==> src/rtl/fsk_tx_pkg.sv <==
package fsk_tx_pkg;
    localparam int PH_W   = 16;
    localparam int LUT_AW = 6;
    localparam int SMP_W  = 8;
    localparam int BAUD_W = 16;

    localparam logic [PH_W-1:0]   STEP_HI_SPACE = 16'd4230;
    localparam logic [PH_W-1:0]   STEP_HI_MARK  = 16'd4648;
    localparam logic [PH_W-1:0]   STEP_LO_SPACE = 16'd2235;
    localparam logic [PH_W-1:0]   STEP_LO_MARK  = 16'd2653;
    localparam logic [BAUD_W-1:0] BAUD_STEP     = 16'd627;

    typedef struct packed {
        logic [PH_W-1:0]  phase;
        logic [SMP_W-1:0] sample;
    } tone_st_t;

    typedef struct packed {
        logic [BAUD_W-1:0] acc;
        logic              tick;
    } baud_st_t;
endpackage

==> src/rtl/fsk_sine_lut.sv <==
module fsk_sine_lut
    import fsk_tx_pkg::*;
(
    input  logic [LUT_AW-1:0] addr_i,
    output logic [SMP_W-1:0]  data_o
);
    localparam int QW  = LUT_AW - 1;
    localparam int QTR = 1 << (LUT_AW - 2);
    localparam logic [SMP_W-1:0] MID = SMP_W'(1 << (SMP_W - 1));

    // rising quarter of the wave, amplitude 127
    function automatic logic [SMP_W-1:0] quarter(input logic [QW-1:0] k);
        case (k)
            5'd0:  quarter = 8'd0;
            5'd1:  quarter = 8'd12;
            5'd2:  quarter = 8'd25;
            5'd3:  quarter = 8'd37;
            5'd4:  quarter = 8'd49;
            5'd5:  quarter = 8'd60;
            5'd6:  quarter = 8'd71;
            5'd7:  quarter = 8'd81;
            5'd8:  quarter = 8'd90;
            5'd9:  quarter = 8'd98;
            5'd10: quarter = 8'd106;
            5'd11: quarter = 8'd112;
            5'd12: quarter = 8'd117;
            5'd13: quarter = 8'd122;
            5'd14: quarter = 8'd125;
            5'd15: quarter = 8'd126;
            5'd16: quarter = 8'd127;
            default: quarter = 8'd0;
        endcase
    endfunction

    logic [1:0]       quad;
    logic [QW-1:0]    kk;
    logic [SMP_W-1:0] mag;

    always_comb begin
        quad = addr_i[LUT_AW-1 -: 2];
        kk   = {1'b0, addr_i[LUT_AW-3:0]};
        if (quad[0]) kk = QW'(QTR) - kk;
        mag    = quarter(kk);
        data_o = quad[1] ? (MID - mag) : (MID + mag);
    end
endmodule

==> src/rtl/fsk_tune_sel.sv <==
module fsk_tune_sel
    import fsk_tx_pkg::*;
(
    input  logic            mark_i,
    input  logic            answer_i,
    output logic [PH_W-1:0] step_o
);
    always_comb begin
        case ({answer_i, mark_i})
            2'b11:   step_o = STEP_HI_MARK;
            2'b10:   step_o = STEP_HI_SPACE;
            2'b01:   step_o = STEP_LO_MARK;
            default: step_o = STEP_LO_SPACE;
        endcase
    end
endmodule

==> src/rtl/fsk_baud_pacer.sv <==
module fsk_baud_pacer
    import fsk_tx_pkg::*;
#(
    parameter logic [BAUD_W-1:0] STEP = BAUD_STEP
) (
    input  logic clk,
    input  logic rst_n,
    input  logic stb_i,
    output logic tick_o
);
    baud_st_t          baud_d, baud_q;
    logic [BAUD_W-1:0] sum;

    always_comb begin
        sum         = baud_q.acc + STEP;
        baud_d      = baud_q;
        baud_d.tick = 1'b0;
        if (stb_i) begin
            baud_d.acc  = sum;
            baud_d.tick = (sum < STEP);
        end
    end

    always_ff @(posedge clk) begin
        if (!rst_n) baud_q <= '0;
        else        baud_q <= baud_d;
    end

    assign tick_o = baud_q.tick;
endmodule

==> src/rtl/fsk_tx_core.sv <==
module fsk_tx_core
    import fsk_tx_pkg::*;
(
    input  logic             clk,
    input  logic             rst_n,
    input  logic             upd_stb,
    input  logic             data_bit,
    input  logic             answer_mode,
    output logic [SMP_W-1:0] sample_o,
    output logic             baud_tick_o
);
    localparam logic [SMP_W-1:0] MID = SMP_W'(1 << (SMP_W - 1));

    tone_st_t         tone_d, tone_q;
    logic [PH_W-1:0]  step;
    logic [SMP_W-1:0] lut_val;
    logic [PH_W-1:0]  phase_q;

    fsk_tune_sel u_sel (
        .mark_i  (data_bit),
        .answer_i(answer_mode),
        .step_o  (step)
    );

    fsk_sine_lut u_lut (
        .addr_i(tone_q.phase[PH_W-1 -: LUT_AW]),
        .data_o(lut_val)
    );

    fsk_baud_pacer #(.STEP(BAUD_STEP)) u_baud (
        .clk   (clk),
        .rst_n (rst_n),
        .stb_i (upd_stb),
        .tick_o(baud_tick_o)
    );

    always_comb begin
        tone_d = tone_q;
        if (upd_stb) begin
            tone_d.sample = lut_val;
            tone_d.phase  = tone_q.phase + step;
        end
    end

    always_ff @(posedge clk) begin
        if (!rst_n) begin
            tone_q.phase  <= '0;
            tone_q.sample <= MID;
        end else begin
            tone_q <= tone_d;
        end
    end

    assign sample_o = tone_q.sample;
    assign phase_q  = tone_q.phase;
endmodule

==> config.mk <==
export PLATFORM = sky130hd
export DESIGN_NAME = fsk_tx_core
export DESIGN_NICKNAME = d
export VERILOG_FILES = /design/src/rtl/fsk_tx_pkg.sv /design/src/rtl/fsk_sine_lut.sv /design/src/rtl/fsk_tune_sel.sv /design/src/rtl/fsk_baud_pacer.sv /design/src/rtl/fsk_tx_core.sv
export SDC_FILE = /design/constraint.sdc
export NUM_CORES = 1
export LEC_CHECK = 0
export ABC_AREA = 1
export ABC_CLOCK_PERIOD_IN_PS = 3670
export BUFFER_PORTS_ARGS = -buffer_cell sky130_fd_sc_hd__clkbuf_2
export CAP_MARGIN = 40
export CORE_ASPECT_RATIO = 1.2
export CORE_MARGIN = 2
export CORE_UTILIZATION = 50
export CTS_CLUSTER_SIZE = 8
export DETAILED_ROUTE_END_ITERATION = 16
export HOLD_SLACK_MARGIN = 0.15
export PLACE_DENSITY = 0.7
export SLEW_MARGIN = 0
export SYNTH_ARGS = -nofsm -noshare
export SYNTH_HDL_FRONTEND = slang
export SYNTH_SLANG_ARGS = --single-unit
export TNS_END_PERCENT = 100
==> constraint.sdc <==
create_clock -name clk -period 3.67 [get_ports clk]
set_input_delay 0.734 -clock clk [delete_from_list [all_inputs] [get_ports clk]]
set_output_delay 0.734 -clock clk [all_outputs]
set_load 0.02 [all_outputs]
==> results of run 1 <==
==> flip-flops by register name, summed over array words and instances (netlist names) <==
name and flops:
phase_q 16, sample_o 8, u_baud.baud_q 16, u_baud.tick_o 1
==> metal layers <==
| layer | vias to the layer above | wire length [um] |
|---|---|---|
| met3 | 9 | 176 |
| met4 | 0 | 91 |
| li1 | 1503 | - |
| met2 | 36 | 3260 |
| met5 | - | 0 |
| met1 | 1294 | 2860 |
==> placed cells by master, fill, tap and decap left out, types with 3 or more instances in the layout <==
cell,instances
nor3_1,8
nor2_1,51
o211ai_1,6
nand4_1,4
nand2_2,7
a21oi_1,36
inv_2,3
o21ai_0,46
clkbuf_2,13
nand3_1,29
xor2_1,16
dfxtp_1,41
inv_1,67
clkbuf_8,6
ha_1,25
nand3_2,4
nand2_1,77
==> through the flow <==
step / hold slack, ns / utilization, %
5_1_grt: 0.528 / 54.9
6_report: 0.483 / 54.9
3_5_place_dp: 0.469 / 53.4
2_1_floorplan: 0.450 / -
4_1_cts: 0.491 / 54.9
3_3_place_gp: 0.468 / 53.0
==> logic make-up after synthesis <==
logic type | count (synthesis) | synth area share (%)
simple gates | 187 | 27.3
compound gates | 101 | 18.1
buf+inv | 89 | 12.0
flops | 41 | 26.7
fa+ha+maj | 26 | 10.8
xor+xnor | 18 | 5.13
==> critical path, stage by stage <==
cell and delay [ns]:
clkbuf_2 0.13, inv_1 0.11, ha_1 0.21, or2_2 0.34
fa_1 0.43, nand3_1 0.08, nand2_1 0.11, a21o_1 0.18
a21oi_1 0.20, o21ai_0 0.13, xor2_1 0.15, nand2_1 0.07
a21oi_1 0.06
==> where the power goes <==
group          internal (mW)  switching (mW)  leakage, nW
Combinational          0.134           0.230         1.25
Sequential             0.483          0.0291        0.339
Clock                  0.149           0.155       0.0433
==> area by class of cell <==
| cell class | instances | area share, % |
|---|---|---|
| multi-input cells | 332 | 57.5 |
| flip-flops and latches | 41 | 25.0 |
| inverters | 72 | 8.31 |
| repair buffers | 16 | 3.28 |
| well taps | 82 | 3.13 |
| clock buffers | 6 | 2.52 |
| clock inverters | 1 | 0.229 |
==> worst max path at each step <==
stage / from / to / slack [ns] / cells past startpoint
after floorplan: answer_mode / phase_q[14] / 0.94 / 12
after global placement: answer_mode / phase_q[14] / 0.64 / 13
after detailed placement: answer_mode / phase_q[14] / 0.58 / 13
after CTS: answer_mode / phase_q[14] / 0.90 / 13
after global routing: phase_q[11] / sample_o[6] / 0.67 / 20
final: answer_mode / phase_q[14] / 0.89 / 13
==> metrics.md, run 1 <==
| Metric | Value |
|---|---|
| Outcome | `complete, no violations` |
| Site Rows | `31` |
| Reg2Reg Setup Slack | `0.95 ns` |
| Reg-to-reg startpoint | `phase_q[11]` |
| Placed Cells | `543` |
| Area growth syn-to-layout | `6.67%` |
| Arr. time, crit path | `2.92 ns` |
| Final #Nets | `499` |
| Dpl ws | `0.582 ns` |
| Sequential standard cell area | `821 um^2` |
| Post-route clock period utilization | `approximately three quarters` |
| Worst skew pair latency | `0.29 ns` |
| Clk buf depth | `2` |
| Share of post-route cells with drive strength above 1 | `9.83%` |
| CTS root buf | `clkbuf_8` |
| Final Hold Vio Count | `0` |
| Clock sink count | `41` |
| TritonCTS Buffers | `5` |
| Post-synth EDFFs | `0` |
| Gpl congestion | `about 0.93` |
| Setup ws final | `0.893 ns` |
| DRC viols | `0` |
| Layout Cells excl Fill | `550` |
| RSZ-0062 raised after global routing | `no` |
| Die Area | `6800 um^2` |
| IO Port Bufs | `13` |
| H-tree depth | `2` |
| First-pass GRT wire length | `around 11000 um` |
| Starting Density | `51.5%` |
| CP Class | `input pin to flip-flop` |
| ANT cells | `0` |
| Fillers | `607` |
| Ys Warns | `0` |
| Die X | `75.6 um` |
| CTS-repair resized insts | `0` |
| CTS tree | `built` |
| Hold buffers post-CTS | `0` |
| Final instance area | `3280 um^2` |
| ANT nets after route | `0` |
| Crit path time final | `roughly 2.8 ns` |
| Critical Path End Type | `flip-flop` |
| Multi-input gate area | `1890 um^2` |
| Mapped Area | `between 3000 and 4000 um^2` |
| Reg2reg path depth | `18` |
| Critical path fanouts, max | `5` |
| Routed len/inst | `11.6 um` |
| Worst-path clk slew | `0.08 ns` |
| Mean Syn Cell Area | `6.66 um^2` |
| Hold path cells | `2` |
| Final Max Tran Viols | `0` |
| Slew HR | `49.0%` |
| Setup Skew | `0.00642 ns` |
| Startpoint types | `input pin` |
| Setup bufs post-CTS | `0` |
| Met3 global-route usage | `around 3.1%` |
| Largest cells by area after synthesis | `dfxtp_1 27%, ha_1 10%, nand2_1 9.4%, inv_1 8.2%, o21ai_0 7.5%` |
| GRT Residual Overflow | `0` |
| Commonest cells in the netlist | `77 x nand2_1, 67 x inv_1, 51 x nor2_1` |
| Initial antenna violation count | `0` |
| Grt met1 use | `23.7%` |
| Reg-to-reg endpoint | `sample_o[6]` |
| Critical path required time | `3.82 ns` |
| Grt peak-use layer | `met2` |
| DIE HEIGHT | `89.9 um` |
| Leak | `1.63 nW` |
| Maximum VDD drop | `0.000151 V` |
| Yosys top cell by area | `dfxtp_1` |
| 1st-pass router iterations | `4` |
| Vias per cell | `slightly above 5` |
| Met2 Usage GRT | `35.6%` |
| Hold_sp | `phase_q[9]` |
| Hpwl dp | `4750 um` |
| Final setup violation count | `0` |
| Initial DRC Count | `120` |
| Fin Setup TNS | `0 ns` |
| Highest clock rate | `0.360 GHz` |
| Min-delay worst type | `flip-flop to flip-flop` |
| Overall power | `1.18 mW` |
| Area after DPL | `between 3000 and 4000 um^2` |
| Synthesized flop and latch total | `41` |
| Syn Nets | `approximately 490` |
| Most frequent cell after synthesis | `nand2_1` |
| Max-Cap Viols | `0` |
| Top Ports | `14` |
| Hold endpoint | `phase_q[9]` |
| Pin count of the biggest net entering global routing | `42` |
| Post-Synthesis Cells | `462` |
| Primary FF master, synth | `dfxtp_1` |
| DRT Wirelength | `around 6400 um` |
| Total core area | `5970 um^2` |
| Synth top area share | `26.7%` |
| Pwr/cell area | `roughly 360 nW/um^2` |
| Vias in the first global route | `2603` |
| Total GRT Usage | `20.1%` |
| Sequential element share of the synthesized area | `26.7%` |
| DR vias | `2842` |
| Post-synth ARST share | `0%` |
| Yosys cell types | `39` |
| Worst slew pin tran | `0.765 ns` |
No activity file was read; power rests on OpenSTA's default activity.
==> run 2, diff against run 1 <==
Settings changed: ABC_CLOCK_PERIOD_IN_PS 3670 to 2500, PLACE_DENSITY 0.7 to 0.73.
Clock period 3.67 ns to 2.5 ns, I/O delays scaled along.
==> run 2 against run 1 <==
Utilization grew 3.7 points. Count of clock-buffer cells in the layout up 1. Hold slack worse by 0.0084 ns. Sequential share of layout area shrank 1.5 points. Critical path type unchanged. Register-to-register slack got worse by 0.75 ns.
==> metrics.md, run 2 (synthesis results as in run 1) <==
| Metric | Value |
|---|---|
| Share of post-route cells with drive strength above 1 | `16.7% (+6.9 points)` |
| ANT cells | `0 (unchanged)` |
| Hpwl dp | `4960 um (+4.5%)` |
| Hold buffers post-CTS | `0 (unchanged)` |
| Layout Cells excl Fill | `572 (+4.0%)` |
| Critical path required time | `2.64 ns (-1.18 ns)` |
| Net Sw Frac | `33.2% (-2.0 points)` |
| Area growth syn-to-layout | `13.9%` |
| Outcome | `complete, no violations` |
| Arr. time, crit path | `2.47 ns (-0.45 ns)` |
| Slew HR | `48.7% (-0.25 points)` |
| Pwr/cell area | `546 nW/um^2 (+52%)` |
| Clock sink count | `41 (unchanged)` |
| Sw power | `0.635 mW (+53%)` |
| Internal power | `1.28 mW (+67%)` |
| Clock share of power | `29.2% (+3.4 points)` |
| Pin count of the biggest net entering global routing | `37 (-12%)` |
| Critical Path End Type | `flip-flop` |
| Maximum VDD drop | `0.000223 V (+48%)` |
| CTS root buf | `clkbuf_8` |
| Placed Cells | `564 (+3.9%)` |
| IO Port Bufs | `13 (unchanged)` |
| Final core utilization | `58.7% (+3.7 points)` |
| Clk buf depth | `2 (unchanged)` |
| Worst-path clk slew | `0.08 ns (about the same)` |
| Top Ports | `14 (unchanged)` |
| Crit path time final | `2.33 ns` |
| Final instance area | `3500 um^2 (+6.8%)` |
| Setup Skew | `0.00711 ns (+0.000686 ns)` |
| Leak | `1.76 nW (+7.7%)` |
| Die X | `75.6 um (unchanged)` |
| Vias per cell | `5.15 (-0.43%)` |
| Setup bufs post-CTS | `0 (unchanged)` |
| Final setup violation count | `0 (unchanged)` |
| Final Max Tran Viols | `0 (unchanged)` |
| DIE HEIGHT | `89.9 um (unchanged)` |
| Final Hold Vio Count | `0 (unchanged)` |
| Setup ws final | `0.173 ns (-0.719 ns)` |
| Routed len/inst | `11.7 um (+0.51%)` |
| Die Area | `6800 um^2 (unchanged)` |
| Most common cell after layout, fill and taps aside | `nand2_1` |
| DR vias | `2943 (+3.6%)` |
| First-pass GRT wire length | `11500 um (+4.1%)` |
| Startpoint types | `input pin` |
| Logic pwr share | `31.6% (+0.7 points)` |
| Most frequent cells in the layout | `75 x nand2_1, 65 x inv_1, 50 x nor2_1` |
| Max-Cap Viols | `0 (unchanged)` |
| CTS tree | `built` |
| Total core area | `5970 um^2 (unchanged)` |
| Final #Nets | `520 (+4.2%)` |
| H-tree depth | `2 (unchanged)` |
| Worst skew pair latency | `0.29 ns (about the same)` |
| TritonCTS Buffers | `5 (unchanged)` |
| Site Rows | `31 (unchanged)` |
| Dpl ws | `-0.173 ns (-0.756 ns)` |
| ANT nets after route | `0 (unchanged)` |
| 1st-pass router iterations | `4 (unchanged)` |
| Vias in the first global route | `2730 (+4.9%)` |
| Highest clock rate | `0.430 GHz` |
| CP Class | `input pin to flip-flop` |
| Initial DRC Count | `98 (-18%)` |
| Gpl congestion | `0.891 (-4.4%)` |
| Min-delay worst type | `flip-flop to flip-flop` |
| Worst slew pin tran | `0.768 ns (+0.00368 ns)` |
| Total GRT Usage | `20.6% (+0.53 points)` |
| Initial antenna violation count | `0 (unchanged)` |
| Critical path fanouts, max | `4 (-1)` |
| DRC viols | `0 (unchanged)` |
| GRT Residual Overflow | `0 (unchanged)` |
| Post-route clock period utilization | `93.1%` |
| Starting Density | `51.5% (unchanged)` |
| Area after DPL | `3330 um^2 (+4.4%)` |
| DRT Wirelength | `6690 um (+4.5%)` |
| Seq pwr share | `39.2% (-4.2 points)` |
## run 2: cell types whose count changed in the layout (fill, tap and decap cells not counted), moves of 2 or more
cell / previous run / this run
buf_4: 2 / 24
dfxtp_1: 41 / 38
dfxtp_2: 0 / 3
ha_1: 25 / 23
inv_1: 67 / 65
inv_2: 3 / 5
nand2_1: 77 / 75
nand2_2: 7 / 9
nand3_1: 29 / 27
nand3_2: 4 / 6
o21ai_0: 46 / 44
## run 2: routing by layer
layer  vias up  track usage, %  part of all wire, %
li1       1554               -                    -
met1      1333            25.5                   44
met2        47            36.0                   51
met3         9            3.36                  3.5
met4         0            5.41                  1.4
met5         -               0                    0
## run 2: power by group through the flow
| stage | Clock [mW] | Combinational [mW] | Sequential, mW |
|---|---|---|---|
| 6_report | 0.559 | 0.604 | 0.750 |
| 5_1_grt | 0.595 | 0.691 | 0.758 |
| 4_1_cts | 0.568 | 0.589 | 0.749 |
| 3_5_place_dp | 0 | 0.585 | 0.765 |
| 3_3_place_gp | 0 | 0.568 | 0.763 |
| 2_1_floorplan | 0 | 0.423 | 0.769 |
## run 2: metrics by stage
stage	power, mW	hold slack [ns]	TNS (ns)
6_report	1.91	0.474	0
5_1_grt	2.04	0.517	-0.00798
4_1_cts	1.91	0.476	0
3_5_place_dp	1.35	0.464	-0.879
3_3_place_gp	1.33	0.457	-0.192
2_1_floorplan	1.19	0.450	0
## run 2: repair_timing
item	in CTS	in global routing
setup endpoints to repair	0	11
hold endpoints to repair	0	0
resized for setup	0	20
## run 2: layout make-up
cell class,instances,area [um^2]
multi-input cells,332,1940
clock inverters,1,30.0
repair buffers,37,245
well taps,82,103
clock buffers,7,86.3
inverters,72,273
fillers,580,2470
flip-flops and latches,41,825
## run 2: final timing paths
kind	depth (start not counted)	slack (ns)	end	from
hold / removal	2	0.47	phase_q[9]	phase_q[9]
setup / recovery	13	0.17	phase_q[14]	answer_mode
setup reg to reg	19	0.20	sample_o[6]	phase_q[11]
hold reg to reg	2	0.47	phase_q[9]	phase_q[9]
## run 2: critical path, stage by stage
cell and delay, ns:
clkbuf_2 0.13, inv_1 0.07, ha_1 0.19, or2_2 0.34, fa_2 0.38, nand3_1 0.07, nand2_1 0.08, a21o_1 0.17
a21oi_2 0.14, o21ai_0 0.11, xor2_1 0.15, nand2_1 0.06, a21oi_1 0.08
